--- src/rtl/rtcdiv_pkg.sv ---
package rtcdiv_pkg;

  typedef enum logic [1:0] {
    OUT_OFF = 2'b00,
    OUT_SEC = 2'b01,
    OUT_SUB = 2'b10,
    OUT_OSC = 2'b11
  } outMode_e;

  // control -> datapath strobes
  typedef struct packed {
    logic longPeriod;  // current sub-period takes one extra count
    logic selSec;
    logic selSub;
    logic selOsc;
  } ctrlStrobe_t;

  // signed step count of a trim code; bit1 weighs 1, bit0 weighs 2
  function automatic int trimSteps(input logic [2:0] code);
    int mag;
    mag = int'({code[0], code[1]});
    return code[2] ? -mag : mag;
  endfunction

endpackage

--- src/rtl/rtcdiv_ctrl.sv ---
module rtcdiv_ctrl
  import rtcdiv_pkg::*;
#(
  parameter int SUB_PER_SEC  = 100,
  parameter int WINDOW_SEC   = 100,
  parameter int CYC_PER_STEP = 33,
  parameter int BASE_LONG    = 68,
  parameter int SUB_W        = 7,
  parameter int WIN_W        = 7
) (
  input  logic             clk,
  input  logic             rstSync,
  input  logic [2:0]       trimCode,
  input  logic [1:0]       outSel,
  input  logic             oscTick,
  input  logic             secEnd,
  input  logic [SUB_W-1:0] subIdx,
  output ctrlStrobe_t      strobe,
  output outMode_e         selMode
);

  localparam logic [WIN_W-1:0] WIN_LAST = WIN_W'(WINDOW_SEC - 1);

  logic [2:0]       trimReg;
  logic [WIN_W-1:0] winIdx;
  outMode_e         selReg;

  int  steps;
  int  mag;
  int  adj;
  int  nLong;
  logic corrActive;

  always_ff @(posedge clk) begin
    if (rstSync) begin
      trimReg <= trimCode;
      winIdx  <= '0;
      selReg  <= OUT_OFF;
    end else begin
      if (secEnd) begin
        trimReg <= trimCode;
        winIdx  <= (winIdx == WIN_LAST) ? '0 : winIdx + 1'b1;
      end
      if (oscTick) selReg <= outMode_e'(outSel);
    end
  end

  always_comb begin
    steps      = trimSteps(trimReg);
    mag        = (steps < 0) ? -steps : steps;
    corrActive = int'(winIdx) < CYC_PER_STEP * mag;
    if (!corrActive)    adj = 0;
    else if (steps > 0) adj = 1;
    else                adj = -1;
    nLong = BASE_LONG - adj;
    strobe.longPeriod = int'(subIdx) < nLong;
    strobe.selSec     = (selReg == OUT_SEC);
    strobe.selSub     = (selReg == OUT_SUB);
    strobe.selOsc     = (selReg == OUT_OSC);
  end

  assign selMode = selReg;

endmodule

--- src/rtl/rtcdiv_dp.sv ---
module rtcdiv_dp
  import rtcdiv_pkg::*;
#(
  parameter int SUB_PER_SEC = 100,
  parameter int SHORT_LEN   = 327,
  parameter int SUB_W       = 7,
  parameter int CNT_W       = 9
) (
  input  logic             clk,
  input  logic             rstSync,
  input  logic             oscLevel,
  input  ctrlStrobe_t      strobe,
  output logic             oscTick,
  output logic             secEnd,
  output logic [SUB_W-1:0] subIdx,
  output logic             tick1Hz,
  output logic             tick100Hz,
  output logic             freqOut
);

  localparam logic [SUB_W-1:0] SUB_LAST = SUB_W'(SUB_PER_SEC - 1);

  logic             oscPrev;
  logic [CNT_W-1:0] subCnt;
  logic             subEnd;
  logic             waveSec;
  logic             waveSub;
  logic             nextOut;
  int               lastCnt;

  always_comb begin
    oscTick = oscLevel & ~oscPrev;
    lastCnt = strobe.longPeriod ? SHORT_LEN : SHORT_LEN - 1;
    subEnd  = oscTick && (int'(subCnt) == lastCnt);
    secEnd  = subEnd && (subIdx == SUB_LAST);
    waveSec = int'(subIdx) < SUB_PER_SEC / 2;
    waveSub = int'(subCnt) < SHORT_LEN / 2;
    if (strobe.selOsc)      nextOut = oscPrev;
    else if (strobe.selSec) nextOut = waveSec;
    else if (strobe.selSub) nextOut = waveSub;
    else                    nextOut = 1'b0;
  end

  always_ff @(posedge clk) begin
    if (rstSync) begin
      oscPrev   <= 1'b0;
      subCnt    <= '0;
      subIdx    <= '0;
      tick1Hz   <= 1'b0;
      tick100Hz <= 1'b0;
      freqOut   <= 1'b0;
    end else begin
      oscPrev   <= oscLevel;
      tick100Hz <= subEnd;
      tick1Hz   <= secEnd;
      freqOut   <= nextOut;
      if (oscTick) subCnt <= subEnd ? '0 : subCnt + 1'b1;
      if (subEnd)  subIdx <= secEnd ? '0 : subIdx + 1'b1;
    end
  end

endmodule

--- src/rtl/rtc_trim_divider.sv ---
module rtc_trim_divider
  import rtcdiv_pkg::*;
#(
  parameter int OSC_HZ       = 32768,
  parameter int SUB_PER_SEC  = 100,
  parameter int WINDOW_SEC   = 100,
  parameter int CYC_PER_STEP = 33
) (
  input  logic       clk,
  input  logic       rstSync,
  input  logic       oscLevel,
  input  logic [2:0] trimCode,
  input  logic [1:0] outSel,
  output logic       tick1Hz,
  output logic       tick100Hz,
  output logic       freqOut
);

  localparam int SHORT_LEN = OSC_HZ / SUB_PER_SEC;
  localparam int BASE_LONG = OSC_HZ - SHORT_LEN * SUB_PER_SEC;
  localparam int SUB_W     = $clog2(SUB_PER_SEC);
  localparam int WIN_W     = $clog2(WINDOW_SEC);
  localparam int CNT_W     = $clog2(SHORT_LEN + 1);

  ctrlStrobe_t      strobe;
  outMode_e         selMode;
  logic             oscTick;
  logic             secEnd;
  logic [SUB_W-1:0] subIdx;

  rtcdiv_ctrl #(
    .SUB_PER_SEC (SUB_PER_SEC),
    .WINDOW_SEC  (WINDOW_SEC),
    .CYC_PER_STEP(CYC_PER_STEP),
    .BASE_LONG   (BASE_LONG),
    .SUB_W       (SUB_W),
    .WIN_W       (WIN_W)
  ) u_ctrl (
    .clk     (clk),
    .rstSync (rstSync),
    .trimCode(trimCode),
    .outSel  (outSel),
    .oscTick (oscTick),
    .secEnd  (secEnd),
    .subIdx  (subIdx),
    .strobe  (strobe),
    .selMode (selMode)
  );

  rtcdiv_dp #(
    .SUB_PER_SEC(SUB_PER_SEC),
    .SHORT_LEN  (SHORT_LEN),
    .SUB_W      (SUB_W),
    .CNT_W      (CNT_W)
  ) u_dp (
    .clk      (clk),
    .rstSync  (rstSync),
    .oscLevel (oscLevel),
    .strobe   (strobe),
    .oscTick  (oscTick),
    .secEnd   (secEnd),
    .subIdx   (subIdx),
    .tick1Hz  (tick1Hz),
    .tick100Hz(tick100Hz),
    .freqOut  (freqOut)
  );

endmodule

--- config.mk ---
export PLATFORM = sky130hd
export DESIGN_NAME = rtc_trim_divider
export DESIGN_NICKNAME = d
export VERILOG_FILES = /design/src/rtl/rtcdiv_pkg.sv /design/src/rtl/rtcdiv_ctrl.sv /design/src/rtl/rtcdiv_dp.sv /design/src/rtl/rtc_trim_divider.sv
export SDC_FILE = /design/constraint.sdc
export NUM_CORES = 1
export LEC_CHECK = 0
export BUFFER_PORTS_ARGS = -buffer_cell sky130_fd_sc_hd__buf_2
export CAP_MARGIN = 20
export CORE_MARGIN = 4
export CORE_UTILIZATION = 55
export DETAILED_ROUTE_END_ITERATION = 8
export GPL_ROUTABILITY_DRIVEN = 0
export GPL_TIMING_DRIVEN = 1
export PLACE_DENSITY = 0.73
export RECOVER_POWER = 100
export SLEW_MARGIN = 20
export SYNTH_ARGS = -nofsm -noshare
export SYNTH_HDL_FRONTEND = slang
export SYNTH_SLANG_ARGS = --single-unit
--- constraint.sdc ---
create_clock -name clk -period 5 [get_ports clk]
set_input_delay 0.5 -clock clk [delete_from_list [all_inputs] [get_ports clk]]
set_output_delay 0.5 -clock clk [all_outputs]
set_load 0.005 [all_outputs]
After elaboration in Yosys (flattened, before gate mapping) --
Index checks and enable logic that the tools add are counted.
Cells by class: $add $sub $neg 6, multipliers 1, order comparisons 6, eq/ne operators 6, muxes and demuxes 13, bitwise logic cells 2, reductions and logical operators 3
Operators with widths (count):
- $mux 32 | 4
- $lt 8x32->1 | 2
- $eq 10x32->1 | 1
- $gt 32x1->1 const B | 1
- $lt 32x1->1 const B | 1
- $mul 7x32->32 const A | 1
- $neg 2->32 | 1
- $neg 32->32 | 1
- $sub 8x32->32 const A | 1
- $add 7x1->7 const B | 2
- $eq 7x7->1 const B | 2
- $mux 7 | 2
- $add 9x1->9 const B | 1
- $lt 9x8->1 const B | 1
- $mux 9 | 1
- $lt 7x6->1 const B | 1
- $mux 3 | 2
- $eq 2x2->1 const B | 2
- $mux 1 | 4
- $eq 2x1->1 const B | 1
- $logic_and 1x1->1 | 2
- $reduce_bool 2->1 | 1
- $and 1x1->1 | 1
- $not 1->1 | 1
Word-level totals: register bits 32, bits of input ports 8, output and inout port bits 3

Depth between registers and ports, before layout --
Gate-level depths: netlist of run 1.
depth in word-level cells 15, gate-level depth with buffers 20

Cells and area by module --
A second synthesis of run 1 with hierarchy kept.
Unflattened totals: cell total of the unflattened synthesis 278, area total of the unflattened synthesis 2378.5 µm²
Modules (own cells, without submodules):
- rtcdiv_ctrl | instances 1, cells each 167, area each 1425.1 µm², sequential area each 270.3 µm²
- rtcdiv_dp | instances 1, cells each 111, area each 953.4 µm², sequential area each 400.4 µm²

Least setup slack after synthesis of run 1 --
OpenSTA, ideal clock, no wires.
path kind register -> register, start point register u_ctrl.trimReg[1], end point register u_ctrl.winIdx[3], setup time 123 ps, arrival time 3536 ps, path slack 1341 ps, stages on the path, launching flop included 20, path buffers 1, period minus slack after synthesis 3659 ps, cell sequence edfxtp_1 inv_1 ha_1 mux2i_1 ha_1 and2_1 ha_1 nor2b_1 a21o_1 a211o_1 inv_1 ha_1 or4_4 o21ai_2 nand2b_1 a2111o_1 nand3_2 buf_6 nand3_1 mux2_1
Between the ends: cells in the longest elaborated chain, start to end 13, elaborated cells on any way between the ends 16
Ends and longest elaborated chain:
- start, declared | RTL line rtcdiv_ctrl.sv:24 | logic [2:0] trimReg;
- start signal, assigned | RTL line rtcdiv_ctrl.sv:36 | trimReg <= trimCode;
- start signal, assigned | RTL line rtcdiv_ctrl.sv:41 | trimReg <= trimCode;
- $neg 2->32 | RTL line rtcdiv_pkg.sv:22 | return code[2] ? -mag : mag;
- $mux 32 * | RTL line rtcdiv_pkg.sv:22
- $neg 32->32 or $lt 32x1->1 (tied branches) | RTL line rtcdiv_ctrl.sv:50 | mag = (steps < 0) ? -steps : steps;
- $mux 32 | RTL line rtcdiv_ctrl.sv:50
- $mul 7x32->32 | RTL line rtcdiv_ctrl.sv:51 | corrActive = int'(winIdx) < CYC_PER_STEP * mag;
- $lt 8x32->1 | RTL line rtcdiv_ctrl.sv:51
- $mux 32 * | RTL line rtcdiv_ctrl.sv:52 | if (!corrActive) adj = 0;
- $sub 8x32->32 * | RTL line rtcdiv_ctrl.sv:55 | nLong = BASE_LONG - adj;
- $lt 8x32->1 * | RTL line rtcdiv_ctrl.sv:56 | strobe.longPeriod = int'(subIdx) < nLong;
- $mux 1 * | RTL line rtcdiv_dp.sv:33 | lastCnt = strobe.longPeriod ? SHORT_LEN : SHORT_LEN - 1;
- $eq 10x32->1 * | RTL line rtcdiv_dp.sv:34 | subEnd = oscTick && (int'(subCnt) == lastCnt);
- $logic_and 1x1->1 * | RTL line rtcdiv_dp.sv:34
- $logic_and 1x1->1 * | RTL line rtcdiv_dp.sv:35 | secEnd = subEnd && (subIdx == SUB_LAST);
- end signal, assigned | RTL line rtcdiv_ctrl.sv:42 | winIdx <= (winIdx == WIN_LAST) ? '0 : winIdx + 1'b1;
- end, declared | RTL line rtcdiv_ctrl.sv:25 | logic [WIN_W-1:0] winIdx;
Every way passes the cells marked *; elsewhere a longest branch is shown, timed or not. A chain may end at the register's enable or synchronous reset.

Worst setup path after layout of run 1 --
start point register u_ctrl.trimReg[0], end point register u_ctrl.winIdx[0]
Same word-level chain as after synthesis.

==> results of run 1 <==
worst max path at each step:
stage,startpoint,to,cells after the start
CTS,u_ctrl.trimReg[1],u_ctrl.winIdx[0],18
global route,u_ctrl.trimReg[1],u_ctrl.winIdx[0],18
global placement,u_ctrl.trimReg[1],u_ctrl.winIdx[0],18
finish,u_ctrl.trimReg[0],u_ctrl.winIdx[0],18
detailed placement,u_ctrl.trimReg[1],u_ctrl.winIdx[0],18
floorplan,u_ctrl.trimReg[1],u_ctrl.winIdx[3],19
layer usage:
layer / wire length (µm) / global-route usage / vias to the layer above
met5: 0 / 0 / -
met4: 35 / 0.05010 / 0
met3: 119 / 0.04545 / 4
met2: 1784 / 0.2688 / 27
met1: 1865 / 0.2148 / 777
li1: - / - / 932
through the flow:
step	hold slack [ns]	utilization	setup WS, ns	total power [mW]
after floorplan	0.4769	-	1.341	0.3215
after global placement	0.5011	0.6277	0.8883	0.3295
after detailed placement	0.5037	0.6277	0.7550	0.3312
after CTS	0.3891	0.6494	0.7245	0.5179
after global routing	0.3841	0.6481	0.2118	0.5457
final	0.3974	0.6481	0.6046	0.5144
worst max-delay path, stage by stage (launching register included):
cell and delay, ns:
edfxtp_1 0.34, inv_1 0.08, ha_1 0.28, mux2i_1 0.07
ha_1 0.19, and2_1 0.14, ha_1 0.28, nor2b_1 0.17
a21o_1 0.14, a211o_1 0.14, inv_1 0.06, ha_1 0.17
or4_4 0.40, o21ai_0 0.34, nor3_1 0.09, a311oi_1 0.30
nand3_2 0.41, nand2_1 0.35, mux2_1 0.34
kinds of logic after synthesis:
kind of cell | Yosys count | synth area share
flops | 32 | 0.3093
compound gates | 32 | 0.1050
xor+xnor | 10 | 0.04039
simple gates | 102 | 0.2672
buf+inv | 18 | 0.03635
mux | 11 | 0.05366
fa+ha+maj | 32 | 0.1846
other cells | 2 | 0.003463
cell usage after synthesis (2+ instances only):
library cell / number / area, µm²
inv_1: 9 / 33.78
dfxtp_1: 29 / 580.6
and4_1: 3 / 26.28
ha_1: 32 / 400.4
edfxtp_1: 3 / 90.09
conb_1: 2 / 7.510
a21oi_1: 5 / 25.02
nand2b_1: 5 / 31.28
mux2i_1: 6 / 60.06
a311oi_1: 4 / 35.03
nand2_1: 11 / 41.29
xor2_1: 5 / 43.79
and2_1: 2 / 12.51
nand4_1: 6 / 37.54
nor3_1: 14 / 70.07
a31oi_1: 4 / 25.02
buf_2: 3 / 15.01
and3_1: 5 / 31.28
clkbuf_1: 4 / 15.01
mux2_1: 5 / 56.30
nor4_1: 4 / 25.02
or4_1: 3 / 22.52
xnor2_1: 5 / 43.79
nand3_1: 9 / 45.04
or3_1: 5 / 31.28
nor4b_1: 3 / 26.28
o32ai_1: 2 / 17.52
nor2_1: 16 / 60.06
nor2b_1: 10 / 62.56
o21ai_0: 4 / 20.02
sequential cells by signal, summed over array words and instances (netlist names):
signal / cells
u_dp.tick1Hz: 1
u_dp.oscPrev: 1
u_dp.subCnt: 9
u_ctrl.trimReg: 3
u_ctrl.selMode: 2
u_dp.tick100Hz: 1
u_dp.freqOut: 1
u_dp.subIdx: 7
u_ctrl.winIdx: 7
where the power goes:
part / internal (mW) / switching (mW) / total, mW
clock: 0.0975 / 0.0874 / 0.185
combinational: 0.0269 / 0.0322 / 0.0591
sequential: 0.264 / 0.00600 / 0.270
final cells by class:
class / count / share of cell area
flip-flops and latches: 32 / 0.2764
clock inverters: 1 / 0.002063
repair buffers: 11 / 0.02321
well taps: 48 / 0.02475
inverters: 9 / 0.01392
clock buffers: 7 / 0.03146
multi-input cells: 218 / 0.6282
==> run_results.csv, run 1 <==
group,metric,value,unit
layout,final_cell_mix,"ha_1, conb_1, dfxtp_1",
cts,cts-htree-levels,2,
sta,max_freq,227.5,MHz
global_routing,grt_max_degree,39,
route,via_per_inst,5.337,
pwr,leakage,1.173,nW
synth,syn_inst,239,
layout,antenna_cells,0,
synth,avgSynthCellArea,9.073,µm²
worst_setup_path,required,5.16,ns
placed_design,dp_cells,318,
worst_setup_path,cp.arrival,4.56,ns
route,ant_nets,0,
floorplan,dieArea,5011,µm²
global_routing,grt_pass1_wl,6.941,mm
sta,rsz0062_at_grt,"no",
layout,multi_input_area,1524,µm²
worst_setup_path,worst_setup_path_start_kind,"flip-flop",
synth,yosysWarningCount,0,
sta,clock_skew,0.006434,ns
floorplan,rows,22,
placed_design,dp.final_hpwl,2.857,mm
worst_setup_path,worstPathMaxFanout,22,
sta,slew_viol_final,39,
worst_hold_path,worstHoldStart,"trimCode[1]",
worst_hold_path,worstHoldPathType,"in -> reg",
floorplan,coreArea,3744,µm²
route,num_vias,1740,
cts,clk_pin_slew_worst_paths,0.06,ns
placed_design,io_buffers,10,
worst_hold_path,holdPathEnd,"u_ctrl.trimReg[1]",
layout,layout.nets,317,
sta,final.setup.tns,0,ns
layout,regArea,670.6,µm²
worst_setup_path,rrSetupSlack,0.60,ns
placed_design,place_area,2350,µm²
worst_setup_path,r2r-start,"u_ctrl.trimReg[0]",
cts,cts-resized-gates,0,
synth,synth_cell_types,51,
synth,ys_ff_latch,32,
synth,synth_seq_area_share,0.3093,
cts,clock_sinks,32,
worst_setup_path,critPathKind,"reg -> reg",
cts,cts_root_buf,"clkbuf_8",
synth,synthFlopType,"dfxtp_1",
sta,period_needed,4.395,ns
cts,post_cts.repair.setup_buffers,0,
floorplan,dieWidth,70.79,µm
global_routing,track_usage,0.1657,
route,drc,0,
cts,ctsHoldBuffers,0,
layout,syn2layout_area_growth,11.89,%
cts,clkLatencyLatePin,0.27,ns
status,status,"complete, but fails checks",
layout,fin_cells,326,
sta,relSlewSlack,-0.01987,
layout,nFillCells,346,
synth,async_flop_share,0,
layout,layout_commonest_cell,"ha_1",
worst_setup_path,r2r_end,"u_ctrl.winIdx[0]",
sta,final-hold-violation-count,0,
floorplan,die_height,70.79,µm
sta,worstMarginPinSlew,1.530,ns
sta,fin_crit_sh,0.8791,
route,firstDrtPassIters,7,
route,finalWirelength,3.804,mm
route,avgRoutedWirePerCell,11.67,µm
global_routing,grt_pass1_vias,1678,
pwr,ir_drop,189.8,µV
synth,synth.cell_area,2168,µm²
worst_setup_path,worstSetupEndpointType,"flip-flop",
worst_setup_path,r2r_cells,18,
global_routing,grt.overflow.total,0,
synth,synth-edff-count,3,
layout,drive_above_1_share,0.06475,
floorplan,top_level_ports,11,
floorplan,initial_core_util,0.5792,
status,violations,"max-capacitance violations, max-slew violations",
cts,numCtsBuffers,5,
global_routing,antenna_found_initial,0,
worst_hold_path,whs_path_depth,1,
sta,setup_viol,0,
job,max_cap_viol_count,1,
pwr,p_per_area,212.0,nW/µm²
route,first_iter_violations,73,
cts,clock_path_buffers,2,
layout,final_area,2426,µm²
cts,cts_tree,"built",
Power figures use the tool's default switching activity.
==> inputs of run 2 (changes only) <==
--- a/config.mk
+++ b/config.mk
@@ -9,10 +9,11 @@
 export CAP_MARGIN = 20
 export CORE_MARGIN = 4
 export CORE_UTILIZATION = 55
+export CTS_CLUSTER_SIZE = 40
 export DETAILED_ROUTE_END_ITERATION = 8
 export GPL_ROUTABILITY_DRIVEN = 0
 export GPL_TIMING_DRIVEN = 1
-export PLACE_DENSITY = 0.73
+export PLACE_DENSITY_LB_ADDON = 0.25
 export RECOVER_POWER = 100
 export SLEW_MARGIN = 20
 export SYNTH_ARGS = -nofsm -noshare
==> run_results.csv, run 2 (synthesis results as in run 1) <==
group,metric,value,unit
pwr,ir_drop,156.4,µV
route,drc,0,
placed_design,io_buffers,10,
route,finalWirelength,3.930,mm
cts,clkLatencyLatePin,0.28,ns
floorplan,rows,22,
route,ant_nets,0,
route,firstDrtPassIters,4,
cts,clock_path_buffers,2,
sta,period_needed,4.402,ns
layout,drive_above_1_share,0.06115,
floorplan,dieArea,5011,µm²
pwr,finalPower,0.5671,mW
floorplan,initial_core_util,0.5792,
sta,hold_ws,0.3946,ns
pwr,leakage,1.177,nW
layout,largest_register_ffs,9,
sta,clock_skew,0.007560,ns
layout,layout_commonest_cell,"ha_1",
worst_setup_path,worst_setup_path_start_kind,"flip-flop",
worst_setup_path,crit_chain,"inv_1 > ha_1 > mux2i_1 > ha_1 > and2_0 > ha_1 > nor2b_1 > a21o_1 > a211o_1 > inv_1 > ha_1 > or4_4 > o21ai_0 > nor3_1 > a311oi_1 > nand3_2 > nand2_1 > mux2_1",
layout,final_util,0.6537,
job,max_cap_viol_count,1,
layout,largestRegisters,"u_dp.subCnt x9, u_ctrl.winIdx x7, u_dp.subIdx x7",
worst_setup_path,slowest_delay,0.43,ns
sta,final.setup.tns,0,ns
placed_design,dp.final_hpwl,2.926,mm
cts,clock_sinks,32,
cts,cts-htree-levels,2,
worst_setup_path,cp.arrival,4.57,ns
pwr,p_per_area,231.7,nW/µm²
sta,worstMarginPinSlew,1.488,ns
cts,clk_pin_slew_worst_paths,0.07,ns
sta,setup_viol,0,
layout,final_cell_mix,"ha_1, conb_1, dfxtp_1",
floorplan,coreArea,3744,µm²
floorplan,die_height,70.79,µm
global_routing,grt_max_degree,39,
layout,nFillCells,345,
global_routing,track_usage,0.1669,
floorplan,top_level_ports,11,
sta,final-hold-violation-count,0,
cts,ctsHoldBuffers,0,
sta,relSlewSlack,0.007802,
layout,antenna_cells,0,
global_routing,grt_pass1_wl,6.844,mm
cts,cts_root_buf,"clkbuf_8",
status,violations,"max-capacitance violations",
sta,slew_viol_final,0,
status,status,"complete, but fails checks",
cts,numCtsBuffers,5,
worst_setup_path,worstSetupEndpointType,"flip-flop",
cts,post_cts.repair.setup_buffers,0,
route,first_iter_violations,63,
worst_setup_path,crit_path_frequent_cell,"ha_1",
global_routing,antenna_found_initial,0,
sta,max_freq,227.2,MHz
layout,top_register,"u_dp.subCnt",
route,num_vias,1761,
route,avgRoutedWirePerCell,12.06,µm
layout,syn2layout_area_growth,12.87,%
route,via_per_inst,5.402,
cts,cts-resized-gates,0,
floorplan,dieWidth,70.79,µm
worst_setup_path,crit_slowest_cell,"nand3_2",
worst_hold_path,worstHoldPathType,"in -> reg",
worst_setup_path,critPathKind,"reg -> reg",
layout,final_area,2447,µm²
sta,rsz0062_at_grt,"no",
worst_setup_path,crit_family,"simple AND/OR/NAND/NOR gates",
worst_setup_path,worst-path-buf-inv,2,
placed_design,place_area,2350,µm²
sta,fin_crit_sh,0.8804,
worst_setup_path,worstPathMaxFanout,22,
cts,cts_tree,"built",
worst_setup_path,required,5.17,ns
layout,layout.nets,317,
global_routing,grt_pass1_vias,1696,
global_routing,grt.overflow.total,0,
==> run 2: worst reg2reg max path: cells and delay by family (launching register included) <==
kind,cells,cell delay (ns)
adders and majority gates,4,0.91
DFF,1,0.34
AOI/OAI and AO/OA,4,0.93
and+or+nand+nor,6,1.59
muxes,2,0.42
buffers and inverters,2,0.11
==> run 2: final timing paths <==
check               startpoint  cells after the start  slack [ns]           endpoint
min reg2reg   u_ctrl.winIdx[5]                      2        0.52   u_ctrl.winIdx[5]
max reg2reg  u_ctrl.trimReg[0]                     18        0.60   u_ctrl.winIdx[0]
max          u_ctrl.trimReg[0]                     18        0.60   u_ctrl.winIdx[0]
min                trimCode[1]                      1        0.39  u_ctrl.trimReg[1]
==> run 2: power by group <==
group / leakage [nW] / internal (mW) / switching [mW]
clock network: 0.0552 / 0.148 / 0.0904
logic: 0.858 / 0.0266 / 0.0319
registers: 0.264 / 0.264 / 0.00600
total: 1.18 / 0.439 / 0.128
==> run 2: per-layer routing <==
metal / vias to the layer above / part of all wire / global-route usage
met5: - / 0 / 0
met3: 5 / 0.030 / 0.04545
li1: 918 / - / -
met1: 818 / 0.46 / 0.1958
met4: 0 / 0.011 / 0.06681
met2: 20 / 0.50 / 0.2873
==> run 2: through the flow <==
step                std cells  worst slack, ns
floorplan                 268            1.341
global placement          318           0.8836
detailed placement        318           0.7221
CTS                       326           0.7303
global route              326           0.3039
finish                    326           0.5980
==> run 2: cell type report <==
cell class	count	area (µm²)	share of cell area
clock buffer	6	72.57	0.02965
clock inverter	2	35.03	0.01431
inverter	9	33.78	0.01380
multi-input combinational	218	1524	0.6227
sequential	32	670.6	0.2740
tap	48	60.06	0.02454
timing repair buffer	11	51.30	0.02096
==> inputs of run 3 (changes only) <==
--- a/config.mk
+++ b/config.mk
@@ -14,7 +14,6 @@
 export GPL_ROUTABILITY_DRIVEN = 0
 export GPL_TIMING_DRIVEN = 1
 export PLACE_DENSITY_LB_ADDON = 0.25
-export RECOVER_POWER = 100
 export SLEW_MARGIN = 20
 export SYNTH_ARGS = -nofsm -noshare
 export SYNTH_HDL_FRONTEND = slang
==> run_results.csv, run 3 (synthesis results as in run 1) <==
group,metric,value,unit
layout,layout.nets,317,
pwr,leakage,1.189,nW
global_routing,met3_usage,0.04545,
worst_setup_path,r2r_cells,18,
route,drc,0,
sta,period_needed,4.266,ns
cts,clkLatencyLatePin,0.28,ns
cts,ctsHoldBuffers,0,
worst_setup_path,worstPathMaxFanout,22,
floorplan,top_level_ports,11,
worst_setup_path,cp.arrival,4.44,ns
route,ant_nets,0,
layout,largestRegisters,"u_dp.subCnt x9, u_ctrl.winIdx x7, u_dp.subIdx x7",
floorplan,die_height,70.79,µm
global_routing,grt_pass1_vias,1696,
layout,nFillCells,340,
sta,max_freq,234.4,MHz
layout,largest_register_ffs,9,
sta,setup_viol,0,
global_routing,use_met1,0.1958,
global_routing,grt.overflow.total,0,
floorplan,coreArea,3744,µm²
cts,clock_path_buffers,2,
pwr,p_per_area,231.4,nW/µm²
worst_hold_path,worstHoldPathType,"in -> reg",
global_routing,track_usage,0.1669,
sta,final.setup.tns,0,ns
global_routing,grt_pass1_wl,6.844,mm
cts,clk_pin_slew_worst_paths,0.07,ns
cts,cts-htree-levels,2,
route,avgRoutedWirePerCell,12.19,µm
layout,syn2layout_area_growth,13.33,%
cts,cts-resized-gates,0,
sta,relSlewSlack,0.5758,
cts,cts_root_buf,"clkbuf_8",
global_routing,antenna_found_initial,0,
status,status,"finished, final reports clean",
global_routing,use_met2,0.2873,
sta,hold_ws,0.3921,ns
floorplan,rows,22,
layout,top_register,"u_dp.subCnt",
worst_setup_path,worstSetupEndpointType,"flip-flop",
cts,cts_tree,"built",
cts,clock_sinks,32,
route,num_vias,1765,
sta,fin_crit_sh,0.8533,
job,max_cap_viol_count,0,
worst_hold_path,whs_path_depth,1,
layout,antenna_cells,0,
sta,slew_viol_final,0,
sta,rsz0062_at_grt,"no",
placed_design,io_buffers,10,
layout,drive_above_1_share,0.07554,
cts,post_cts.repair.setup_buffers,0,
route,firstDrtPassIters,4,
sta,final-hold-violation-count,0,
global_routing,grt_max_degree,39,
layout,layout_commonest_cell,"ha_1",
route,finalWirelength,3.973,mm
worst_setup_path,required,5.17,ns
layout,final_cell_mix,"ha_1, conb_1, dfxtp_1",
floorplan,dieArea,5011,µm²
route,via_per_inst,5.414,
pwr,ir_drop,156.3,µV
cts,numCtsBuffers,5,
floorplan,initial_core_util,0.5792,
worst_setup_path,critPathKind,"reg -> reg",
sta,clock_skew,0.007581,ns
route,first_iter_violations,68,
floorplan,dieWidth,70.79,µm
worst_setup_path,worst_setup_path_start_kind,"flip-flop",
sta,worstMarginPinSlew,0.6363,ns
global_routing,top_usage_layer,"met2",
placed_design,dp.final_hpwl,2.926,mm
-- run 3: worst max-delay path, stage by stage (launching register included) --
cell and delay [ns]:
edfxtp_1 0.34, inv_1 0.07, ha_1 0.27, mux2i_1 0.06, ha_1 0.19, and2_1 0.14, ha_1 0.29, nor2b_1 0.15
a21o_1 0.13, a211o_1 0.14, inv_1 0.04, ha_1 0.17, or4_4 0.41, o21ai_2 0.20, nor3_1 0.08, a311oi_1 0.32
nand3_2 0.43, nand2_1 0.36, mux2_1 0.35
-- run 3: through the flow --
stage | power, mW | setup slack [ns] | std cells | area (µm²) | util
2_1_floorplan | 0.3215 | 1.341 | 268 | 2277 | -
3_3_place_gp | 0.3295 | 0.8836 | 318 | 2350 | 0.6277
3_5_place_dp | 0.3311 | 0.7221 | 318 | 2350 | 0.6277
4_1_cts | 0.5702 | 0.7303 | 326 | 2457 | 0.6564
5_1_grt | 0.5982 | 0.4830 | 326 | 2457 | 0.6564
6_report | 0.5686 | 0.7337 | 326 | 2457 | 0.6564
-- run 3: where the power goes --
group / internal (mW) / total [mW] / switching [mW]
logic: 0.0271 / 0.0590 / 0.0319
clock network: 0.148 / 0.239 / 0.0913
registers: 0.264 / 0.271 / 0.00612
-- run 3: path summary, 6_finish.rpt --
check	from	endpoint	slack, ns
worst max-delay path	u_ctrl.trimReg[0]	u_ctrl.winIdx[0]	0.73
worst min-delay path	trimCode[1]	u_ctrl.trimReg[1]	0.39
worst max register to register	u_ctrl.trimReg[0]	u_ctrl.winIdx[0]	0.73
worst min register to register	u_ctrl.winIdx[5]	u_ctrl.winIdx[5]	0.52
-- run 3: layer usage --
layer	vias to the layer above	wire, µm
met5	-	0
met4	0	47
met3	9	128
met2	21	1943
met1	815	1853
li1	920	-
-- run 3: layout make-up --
type / instances / area (µm²) / area share
multi-input cells: 218 / 1528 / 0.6217
inverters: 9 / 33.78 / 0.01375
flip-flops and latches: 32 / 670.6 / 0.2729
clock inverters: 2 / 35.03 / 0.01426
repair buffers: 11 / 57.56 / 0.02342
clock buffers: 6 / 72.57 / 0.02953
well taps: 48 / 60.06 / 0.02444
